--- src/rtl/csh_pkg.sv ---
package csh_pkg;

  typedef enum logic [2:0] {
    ST_IDLE,
    ST_LEAD,
    ST_CMD,
    ST_TURN,
    ST_DATA
  } seq_state_t;

  localparam int REG_CTRL = 0;
  localparam int REG_CMD  = 1;
  localparam int REG_DATA = 2;
  localparam int REG_STAT = 3;

  localparam int STAT_BUSY    = 0;
  localparam int STAT_DONE    = 1;
  localparam int STAT_CHANGE  = 2;
  localparam int STAT_PRESENT = 3;

endpackage

--- src/rtl/csh_clkdiv.sv ---
module csh_clkdiv #(
  parameter int SEL_W = 2
) (
  input  logic             clk,
  input  logic             rst,
  input  logic             run,
  input  logic [SEL_W-1:0] sel,
  output logic             sclk,
  output logic             rise_evt,
  output logic             fall_evt
);

  localparam int MAX_HALF = 2 ** ((2 ** SEL_W) - 1);
  localparam int CNT_W    = (MAX_HALF > 1) ? $clog2(MAX_HALF) : 1;

  logic [CNT_W-1:0] cnt;
  logic [CNT_W-1:0] lim;
  logic             term;

  always_comb begin
    lim      = CNT_W'((32'd1 << sel) - 32'd1);
    term     = run && (cnt == lim);
    rise_evt = term && !sclk;
    fall_evt = term && sclk;
  end

  always_ff @(posedge clk) begin
    if (rst) begin
      cnt  <= '0;
      sclk <= 1'b0;
    end else if (!run) begin
      cnt  <= '0;
      sclk <= 1'b0;
    end else if (term) begin
      cnt  <= '0;
      sclk <= ~sclk;
    end else begin
      cnt <= cnt + 1'b1;
    end
  end

  // between ticks the shift clock holds its level
  a_r2_hold_between_ticks: assert property (@(posedge clk) disable iff (rst)
    (run && !term) |=> $stable(sclk));

endmodule

--- src/rtl/csh_presence.sv ---
module csh_presence #(
  parameter int STAGES = 2
) (
  input  logic clk,
  input  logic rst,
  input  logic din,
  output logic present,
  output logic change
);

  logic [STAGES-1:0] sr;
  logic              prev;

  always_ff @(posedge clk) begin
    if (rst) begin
      sr   <= '0;
      prev <= 1'b0;
    end else begin
      sr   <= {sr[STAGES-2:0], din};
      prev <= sr[STAGES-1];
    end
  end

  assign present = sr[STAGES-1];
  assign change  = sr[STAGES-1] ^ prev;

endmodule

--- src/rtl/csh_engine.sv ---
module csh_engine
  import csh_pkg::*;
#(
  parameter int DATA_W = 8
) (
  input  logic              clk,
  input  logic              rst,
  input  logic              start,
  input  logic              rd_mode,
  input  logic [DATA_W-1:0] cmd,
  input  logic [DATA_W-1:0] txd,
  input  logic              rise_evt,
  input  logic              fall_evt,
  input  logic              sd_in,
  output logic              run,
  output logic              bs,
  output logic              sd_out,
  output logic              oe,
  output logic              dir,
  output logic [DATA_W-1:0] rxd,
  output logic              finish_evt
);

  localparam int BC_W = (DATA_W > 2) ? $clog2(DATA_W) : 1;
  localparam int MSB  = DATA_W - 1;

  seq_state_t       state;
  logic [BC_W-1:0]  bitcnt;
  logic [DATA_W-1:0] shreg;
  logic [DATA_W-1:0] txq;
  logic [DATA_W-1:0] rxsh;
  logic             mode_q;

  assign finish_evt = fall_evt && (state == ST_DATA) && (bitcnt == '0);

  always_ff @(posedge clk) begin
    if (rst) begin
      state  <= ST_IDLE;
      bitcnt <= '0;
      shreg  <= '0;
      txq    <= '0;
      rxsh   <= '0;
      rxd    <= '0;
      mode_q <= 1'b0;
      run    <= 1'b0;
      bs     <= 1'b0;
      sd_out <= 1'b0;
      oe     <= 1'b0;
      dir    <= 1'b0;
    end else if (state == ST_IDLE) begin
      if (start) begin
        state  <= ST_LEAD;
        run    <= 1'b1;
        mode_q <= rd_mode;
        shreg  <= cmd;
        txq    <= txd;
      end
    end else begin
      if (rise_evt && (state == ST_DATA) && mode_q)
        rxsh <= {rxsh[DATA_W-2:0], sd_in};
      if (fall_evt) begin
        case (state)
          ST_LEAD: begin
            state  <= ST_CMD;
            bs     <= 1'b1;
            oe     <= 1'b1;
            dir    <= 1'b1;
            sd_out <= shreg[MSB];
            shreg  <= shreg << 1;
            bitcnt <= BC_W'(DATA_W - 1);
          end
          ST_CMD: begin
            if (bitcnt == '0) begin
              bs     <= 1'b0;
              bitcnt <= BC_W'(DATA_W - 1);
              if (mode_q) begin
                state  <= ST_TURN;
                oe     <= 1'b0;
                dir    <= 1'b0;
                sd_out <= 1'b0;
              end else begin
                state  <= ST_DATA;
                sd_out <= txq[MSB];
                shreg  <= txq << 1;
              end
            end else begin
              sd_out <= shreg[MSB];
              shreg  <= shreg << 1;
              bitcnt <= bitcnt - 1'b1;
            end
          end
          ST_TURN: begin
            state <= ST_DATA;
          end
          ST_DATA: begin
            if (bitcnt == '0) begin
              state  <= ST_IDLE;
              run    <= 1'b0;
              oe     <= 1'b0;
              dir    <= 1'b0;
              sd_out <= 1'b0;
              if (mode_q) rxd <= rxsh;
            end else begin
              if (!mode_q) begin
                sd_out <= shreg[MSB];
                shreg  <= shreg << 1;
              end
              bitcnt <= bitcnt - 1'b1;
            end
          end
          default: state <= ST_IDLE;
        endcase
      end
    end
  end

  // buffer direction and line enable move as a pair
  a_r6_dir_tracks_oe: assert property (@(posedge clk) disable iff (rst)
    dir == oe);

  // the host never drives while it samples read data
  a_r4_released_on_sample: assert property (@(posedge clk) disable iff (rst)
    (rise_evt && (state == ST_DATA) && mode_q) |-> !oe);

endmodule

--- src/rtl/card_serial_host.sv ---
module card_serial_host
  import csh_pkg::*;
#(
  parameter int DATA_W      = 8,
  parameter int ADDR_W      = 2,
  parameter int SEL_W       = 2,
  parameter int SYNC_STAGES = 2
) (
  input  logic              clk,
  input  logic              rst,
  input  logic              wr_en,
  input  logic [ADDR_W-1:0] addr,
  input  logic [DATA_W-1:0] wdata,
  output logic [DATA_W-1:0] rdata,
  output logic              irq,
  output logic              card_sclk,
  output logic              card_bs,
  output logic              card_sd_out,
  output logic              card_sd_oe,
  output logic              card_dir,
  input  logic              card_sd_in,
  input  logic              card_det
);

  localparam int CTRL_START = SEL_W;
  localparam int CTRL_READ  = SEL_W + 1;

  logic [SEL_W-1:0]  div_sel;
  logic              rd_mode;
  logic [DATA_W-1:0] cmd_q;
  logic [DATA_W-1:0] tx_q;
  logic [DATA_W-1:0] rx_byte;
  logic              done_flag;
  logic              chg_flag;
  logic              busy;
  logic              rise_evt;
  logic              fall_evt;
  logic              finish_evt;
  logic              present;
  logic              change;

  logic wr_ctrl, wr_cmd, wr_data, wr_stat, start;

  always_comb begin
    wr_ctrl = wr_en && !busy && (addr == ADDR_W'(REG_CTRL));
    wr_cmd  = wr_en && !busy && (addr == ADDR_W'(REG_CMD));
    wr_data = wr_en && !busy && (addr == ADDR_W'(REG_DATA));
    wr_stat = wr_en && (addr == ADDR_W'(REG_STAT));
    start   = wr_ctrl && wdata[CTRL_START];
  end

  csh_clkdiv #(.SEL_W(SEL_W)) u_div (
    .clk      (clk),
    .rst      (rst),
    .run      (busy),
    .sel      (div_sel),
    .sclk     (card_sclk),
    .rise_evt (rise_evt),
    .fall_evt (fall_evt)
  );

  csh_engine #(.DATA_W(DATA_W)) u_eng (
    .clk        (clk),
    .rst        (rst),
    .start      (start),
    .rd_mode    (wdata[CTRL_READ]),
    .cmd        (cmd_q),
    .txd        (tx_q),
    .rise_evt   (rise_evt),
    .fall_evt   (fall_evt),
    .sd_in      (card_sd_in),
    .run        (busy),
    .bs         (card_bs),
    .sd_out     (card_sd_out),
    .oe         (card_sd_oe),
    .dir        (card_dir),
    .rxd        (rx_byte),
    .finish_evt (finish_evt)
  );

  csh_presence #(.STAGES(SYNC_STAGES)) u_det (
    .clk     (clk),
    .rst     (rst),
    .din     (card_det),
    .present (present),
    .change  (change)
  );

  always_ff @(posedge clk) begin
    if (rst) begin
      div_sel   <= '0;
      rd_mode   <= 1'b0;
      cmd_q     <= '0;
      tx_q      <= '0;
      done_flag <= 1'b0;
      chg_flag  <= 1'b0;
    end else begin
      if (wr_ctrl) begin
        div_sel <= wdata[SEL_W-1:0];
        rd_mode <= wdata[CTRL_READ];
      end
      if (wr_cmd)  cmd_q <= wdata;
      if (wr_data) tx_q  <= wdata;
      if (finish_evt)                    done_flag <= 1'b1;
      else if (wr_stat && wdata[STAT_DONE]) done_flag <= 1'b0;
      if (change)                          chg_flag <= 1'b1;
      else if (wr_stat && wdata[STAT_CHANGE]) chg_flag <= 1'b0;
    end
  end

  always_ff @(posedge clk) begin
    if (rst) begin
      rdata <= '0;
    end else begin
      rdata <= '0;
      case (addr)
        ADDR_W'(REG_CTRL): begin
          rdata[SEL_W-1:0] <= div_sel;
          rdata[CTRL_READ] <= rd_mode;
        end
        ADDR_W'(REG_CMD):  rdata <= cmd_q;
        ADDR_W'(REG_DATA): rdata <= rx_byte;
        default: begin
          rdata[STAT_BUSY]    <= busy;
          rdata[STAT_DONE]    <= done_flag;
          rdata[STAT_CHANGE]  <= chg_flag;
          rdata[STAT_PRESENT] <= present;
        end
      endcase
    end
  end

  assign irq = done_flag | chg_flag;

  // the phase line only moves on a falling shift-clock edge
  a_r5_bs_on_fall: assert property (@(posedge clk) disable iff (rst)
    $changed(card_bs) |-> $fell(card_sclk));

  // data value and enable only move on a falling shift-clock edge
  a_r5_data_on_fall: assert property (@(posedge clk) disable iff (rst)
    ($changed(card_sd_out) || $changed(card_sd_oe)) |-> $fell(card_sclk));

  // busy falls exactly when done is raised, with the clock parked low
  a_r7_done_with_idle: assert property (@(posedge clk) disable iff (rst)
    $fell(busy) |-> (done_flag && !card_sclk));

  // the change flag stays until software clears it
  a_r8_change_sticky: assert property (@(posedge clk) disable iff (rst)
    (chg_flag && !(wr_stat && wdata[STAT_CHANGE])) |=> chg_flag);

endmodule

--- config.mk ---
export PLATFORM = sky130hd
export DESIGN_NAME = card_serial_host
export DESIGN_NICKNAME = d
export VERILOG_FILES = /design/src/rtl/csh_pkg.sv /design/src/rtl/csh_clkdiv.sv /design/src/rtl/csh_presence.sv /design/src/rtl/csh_engine.sv /design/src/rtl/card_serial_host.sv
export SDC_FILE = /design/constraint.sdc
export NUM_CORES = 1
export LEC_CHECK = 0
export BUFFER_PORTS_ARGS = -buffer_cell sky130_fd_sc_hd__buf_2
export CORE_MARGIN = 2
export CORE_UTILIZATION = 30
export DETAILED_ROUTE_END_ITERATION = 16
export GPL_ROUTABILITY_DRIVEN = 0
export GPL_TIMING_DRIVEN = 0
export HOLD_SLACK_MARGIN = 0.15
export PLACE_DENSITY_LB_ADDON = 0.05
export SYNTH_ARGS = -nofsm -noshare
export SYNTH_HDL_FRONTEND = slang
export SYNTH_SLANG_ARGS = --single-unit
--- constraint.sdc ---
create_clock -name clk -period 2.4 [get_ports clk]
set_input_delay 0.12 -clock clk [delete_from_list [all_inputs] [get_ports clk]]
set_output_delay 0.12 -clock clk [all_outputs]
set_load 0.005 [all_outputs]
==> summary.txt, run 1 <==
Status
  • Status: finished clean

Route
  • Pre-antenna DRT Iters: 4
  • Routed wire length: 9250 um
  • Via count: 2977
  • Initial DRC Count: 164
  • DRC viols: 0
  • Post-DRT Antenna Nets: 0
  • Average wire per standard cell: 15.4 um
  • Drt via density: 4.95

Final layout
  • Commonest non-fill, non-tap cell in the layout: dfxtp_1
  • # diodes: 0
  • Final #Nets: 476
  • Final Core Density: 37.6%
  • Synth-to-Final Area Change: 22.2%
  • Layout cells sized above 1: 13.3%
  • Non-filler instance count after layout: 602
  • Commonest cells after routing, fill and taps aside: dfxtp_1 (79), nand2_1 (55), a21oi_1 (44)
  • Final Cell Area: 0.00431 mm2

Global routing
  • Largest net degree at the start of global routing: 14
  • GR Overflow Total: 0
  • Vias in the first global route: 2919
  • Initial antenna violation count: 0
  • GRT Total Usage: 15.5%
  • First-pass GRT wire length: 15400 um

Clock network
  • H-tree level count: 3
  • Clock Latency Late Sink: 0.33 ns
  • CTS Root Cell: clkbuf_16
  • Inserted Clock Buffers: 9
  • Clock sink count: 79
  • CTS Buffer Depth: 2
  • TritonCTS clock tree: yes
  • Clock slew at reported path FFs: 0.06 ns

Yosys
  • Mapped Nets: 425
  • Post-synthesis cell area: 0.00353 mm2
  • Syn Inst Count: 403
  • EDFF count, synth: 0
  • Main synth FF type: dfxtp_1
  • Mapped Avg Cell Area: 8.76 um2
  • Dominant cell type by area after synthesis: dfxtp_1
  • Synth unique cells: 52
  • Warning count from the yosys run: 0
  • Asr flop ratio synth: 0%
  • Share of the synthesized area in the top cell type: 44.8%
  • Seq/Total Area, Yosys: 44.8%
  • Yosys reg bits: 79
  • Top post-synthesis cells by area: dfxtp_1 (45%), mux2i_1 (9.1%), a21oi_1 (6.2%)

Run
  • Max_cap viols: 0

Floorplanning
  • Die width: 112 um
  • Core Rows: 39
  • I/O pins: 29
  • Starting density of the core: 30.8%
  • Die ar.: 0.0126 mm2
  • Core box area: 0.0115 mm2
  • Die height: 112 um

Placed design
  • Placed instance area: 0.00385 mm2
  • Cells after DPL: 574
  • DP Wirelength: 6790 um
  • Port Buf Inserts: 28

Pwr
  • PwrDens: 700 mW/mm2
  • Leak: 1.71 nW
  • VDD IR max: 0.295 mV

STA
  • Final-report hold violation count: 0
  • Max-slew violations: 0
  • Setup tns final: 0 ns
  • Hold_ws: 0.170 ns
  • Final setup violation count: 0
  • Slew @ Worst Pin: 0.713 ns
  • Unrepaired setup endpoints after global routing: no
  • Max Clock Skew: 0.00485 ns
  • Fmax: 0.450 GHz
  • Final min period: 2.22 ns
  • Max_slew headroom: 52.2%
  • Final period util: 92.7%

Worst setup path
  • Arr. time, crit path: 2.44 ns
  • Critical-path cell list: clkbuf_1, or3b_2, o311a_1, a211oi_1, nand4_1, o211a_1
  • Startpoint Class: flop
  • CP peak stage delay: 0.57 ns
  • Crit-path slowest cell: a211oi_1
  • CP required: 2.62 ns
  • Critical Path Sink Type: flop
  • Buf+Inv Stages, Crit Path: 1
  • Crit Path Max Fanout: 10
  • Crit path max-delay family: compound AO/OA/AOI/OAI gates
  • Setup CP Type: flop to flop

Hold path
  • Hold Crit Class: input port to flop
[what timing repair did]
action / CTS / global route
setup endpoints to repair: 0 / 10
setup buffers: 0 / 1
hold buffers: 11 / 0
hold endpoints to repair: 23 / 0
resized for setup: 0 / 1
[synth_stat cells (all sizes together), types with 3 or more instances]
cell type,instances
a21o,8
a21oi,44
a222oi,3
a22oi,5
buf,4
clkbuf,23
dfxtp,79
ha,7
inv,8
mux2i,32
nand2,55
nand2b,5
nand3,24
nand4,4
nor2,37
nor2b,6
nor3,4
o211a,3
o21a,3
o21ai,11
or3b,3
xnor2,4
[cell families (layout without fill, tap and decap cells)]
group / after synthesis / in the layout / synth area share (%)
and+or+nand+nor: 148 / 148 / 19.8
AOI/OAI and AO/OA: 96 / 96 / 18.6
DFF: 79 / 79 / 44.8
buffers and inverters: 36 / 92 / 4.01
muxes: 32 / 32 / 9.07
adders and majority gates: 7 / 7 / 2.48
xor gates and xnor gates: 5 / 5 / 1.24
[worst reg2reg max path, stage by stage, from the launching register on]
cell	delay [ns]
dfxtp_1	0.33
clkbuf_1	0.23
or3b_2	0.53
o311a_1	0.12
a211oi_1	0.57
nand4_1	0.17
o211a_1	0.16
[final cells by class]
cell class              count  area, um2
plain buffers              27        108
fillers                  1188       7150
clock inverters             5       80.1
well taps                 143        179
flip-flops and latches     79       1580
clock buffers              11        253
multi-input cells         288       1810
repair buffers             40        270
inverters                   9       33.8
[flip-flops by register name (all words and copies together) (netlist names)]
name,cells
chg_flag,1
cmd_q,8
div_sel,2
done_flag,1
rd_mode,1
rdata,8
tx_q,8
u_det.prev,1
u_det.sr,2
u_div.cnt,3
u_div.sclk,1
u_eng.bitcnt,3
u_eng.bs,1
u_eng.mode_q,1
u_eng.oe,1
u_eng.run,1
u_eng.rxd,8
u_eng.rxsh,8
u_eng.sd_out,1
u_eng.shreg,8
u_eng.state,3
u_eng.txq,8
[per-stage QoR]
stage	total power, mW	setup slack [ns]
after floorplan	1.47	0.488
after global placement	1.53	0.0853
after detailed placement	1.53	0.0563
after CTS	3.06	0.0506
after global routing	3.14	0.0465
final	3.02	0.176
[metal layers]
metal  global-route usage (%)  part of all wire (%)
met3                     2.97                   3.3
met5                        0                     0
met4                     6.02                   1.1
met2                     24.6                    47
met1                     20.9                    49
[worst paths after layout]
path	startpoint	endpoint	slack [ns]	cells past startpoint
setup / recovery	u_eng.state[2]	u_eng.bitcnt[0]	0.18	6
hold / removal	wr_en	chg_flag	0.17	4
setup reg to reg	u_eng.state[2]	u_eng.bitcnt[0]	0.18	6
hold reg to reg	u_det.sr[0]	u_det.sr[1]	0.44	1
[report_power, final]
group / internal (mW) / total (mW) / switching (mW)
logic: 0.0603 / 0.168 / 0.108
clock network: 0.966 / 1.51 / 0.543
registers: 1.33 / 1.34 / 0.0138
Note: power is estimated with default switching activity, not from simulation.
==> run 2, diff against run 1 <==
--- a/config.mk
+++ b/config.mk
@@ -6,6 +6,8 @@
 export NUM_CORES = 1
 export LEC_CHECK = 0
 export BUFFER_PORTS_ARGS = -buffer_cell sky130_fd_sc_hd__buf_2
+export CELL_PAD_IN_SITES_DETAIL_PLACEMENT = 1
+export CELL_PAD_IN_SITES_GLOBAL_PLACEMENT = 1
 export CORE_MARGIN = 2
 export CORE_UTILIZATION = 30
 export DETAILED_ROUTE_END_ITERATION = 16
==> run 2 against run 1 <==
Effect of this change: sequential share of layout area rose by 0.15 points; routed wire length rose by 7.9%; clock power fell by 6%; first-iteration DRC count fell by 10%; final cell count did not move; total power fell by 2.8%; maximum frequency rose by 3.8%; sequential power barely moved; combinational power barely moved; via count rose by 0.60%; core utilization fell by 0.15 points; clock skew fell by 0.00075 ns; largest cell class unchanged; largest power group unchanged.
==> summary.txt, run 2 (synthesized netlist as in run 1, its figures left out) <==
Clock network
  • Clock Latency Late Sink: 0.34 ns
  • TritonCTS clock tree: yes
  • Clock slew at reported path FFs: 0.06 ns
  • Inserted Clock Buffers: 9
  • CTS Root Cell: clkbuf_16
  • CTS Buffer Depth: 2
  • H-tree level count: 3
  • Clock sink count: 79

Pwr
  • Total power: 2.94 mW
  • Logic pwr share: 5.8%
  • Switching Fraction: 23.3%
  • Leak: 1.70 nW
  • VDD IR max: 0.524 mV
  • PwrDens: 684 mW/mm2
  • Sequential share of power: 45.8%
  • Pint: 2.25 mW
  • Clock power share: 48.5%
  • Psw: 0.683 mW

Worst setup path
  • Critical Path Sink Type: flop
  • Setup CP Type: flop to flop
  • Crit-path slowest cell: o22ai_2
  • Buf+Inv Stages, Crit Path: 0
  • Crit Path Max Fanout: 8
  • Startpoint Class: flop
  • CP peak stage delay: 0.50 ns
  • Arr. time, crit path: 2.41 ns
  • Critical-path cell list: and4bb_1, o31ai_4, a211oi_1, o22ai_2, mux2i_1
  • Crit path max-delay family: compound AO/OA/AOI/OAI gates
  • CP required: 2.67 ns

Floorplanning
  • Core box area: 0.0115 mm2
  • Die height: 112 um
  • Die ar.: 0.0126 mm2
  • I/O pins: 29
  • Die width: 112 um
  • Starting density of the core: 30.8%
  • Core Rows: 39

Global routing
  • Initial antenna violation count: 0
  • GR Overflow Total: 0
  • GRT Total Usage: 16.8%
  • Vias in the first global route: 3114
  • First-pass GRT wire length: 16500 um
  • Largest net degree at the start of global routing: 14

Final layout
  • Synth-to-Final Area Change: 21.7%
  • Fillers: 1341
  • Layout cells sized above 1: 13.3%
  • Commonest cells after routing, fill and taps aside: dfxtp_1 (79), nand2_1 (55), a21oi_1 (44)
  • Final #Nets: 476
  • Non-filler instance count after layout: 602
  • Commonest non-fill, non-tap cell in the layout: dfxtp_1
  • # diodes: 0
  • Final Core Density: 37.5%
  • Final Cell Area: 0.00430 mm2

Route
  • Post-DRT Antenna Nets: 0
  • Initial DRC Count: 147
  • Routed wire length: 9980 um
  • Drt via density: 4.98
  • Average wire per standard cell: 16.6 um
  • Pre-antenna DRT Iters: 4
  • DRC viols: 0
  • Via count: 2995

Placed design
  • Placed instance area: 0.00385 mm2
  • Place WS: 0.0227 ns
  • Port Buf Inserts: 28
  • DP Wirelength: 7360 um
  • Cells after DPL: 574

STA
  • Max Clock Skew: 0.00410 ns
  • Max-slew violations: 0
  • Final period util: 89.3%
  • Setup tns final: 0 ns
  • Max_slew headroom: 57.5%
  • Final min period: 2.14 ns
  • Slew @ Worst Pin: 0.637 ns
  • Final setup violation count: 0
  • Fmax: 0.467 GHz
  • Final setup margin: 0.258 ns
  • Final-report hold violation count: 0
  • Unrepaired setup endpoints after global routing: no
  • Hold_ws: 0.164 ns

Run
  • Max_cap viols: 0

Status
  • Status: finished clean

Hold path
  • Hold Crit Class: input port to flop
==> run 2: final cells by class <==
class | count | area [um2] | area share, %
inverters | 9 | 33.8 | 0.786
flip-flops and latches | 79 | 1580 | 36.8
clock buffers | 12 | 256 | 5.97
multi-input cells | 288 | 1810 | 42.2
plain buffers | 27 | 108 | 2.50
clock inverters | 4 | 53.8 | 1.25
repair buffers | 40 | 270 | 6.29
well taps | 143 | 179 | 4.16
==> run 2: layer usage <==
metal	up-vias	track usage (%)	routed length, um
li1	1517	-	-
met3	8	5.13	377
met1	1431	21.8	4780
met5	-	0	0
met2	39	27.2	4720
met4	0	4.72	102
==> run 2: what timing repair did <==
item	4_1_cts	5_1_grt
endpoints found under the hold margin	23	0
gates resized for setup	0	2
setup buffers	0	1
hold buffers	11	0
setup endpoints to repair	0	19
==> run 2: worst min-delay path, delay by kind of cell <==
kind	cells	cell delay, ns
AO/OA/AOI/OAI	1	0.07
buffers and inverters	1	0.12
AND/OR/NAND/NOR	2	0.16
==> run 2: path summary, 6_finish.rpt <==
check / slack (ns) / endpoint / from / cells past startpoint
worst max register to register: 0.26 / u_eng.shreg[6] / u_div.cnt[2] / 5
worst max-delay path: 0.26 / u_eng.shreg[6] / u_div.cnt[2] / 5
worst min-delay path: 0.16 / chg_flag / wr_en / 4
worst min register to register: 0.44 / u_det.sr[1] / u_det.sr[0] / 1
==> run 2: power by group through the flow <==
stage / Sequential (mW) / Clock [mW] / Combinational (mW)
CTS: 1.34 / 1.47 / 0.174
detailed placement: 1.37 / 0 / 0.159
finish: 1.34 / 1.42 / 0.170
global route: 1.35 / 1.52 / 0.193
floorplan: 1.37 / 0 / 0.0979
global placement: 1.37 / 0 / 0.159
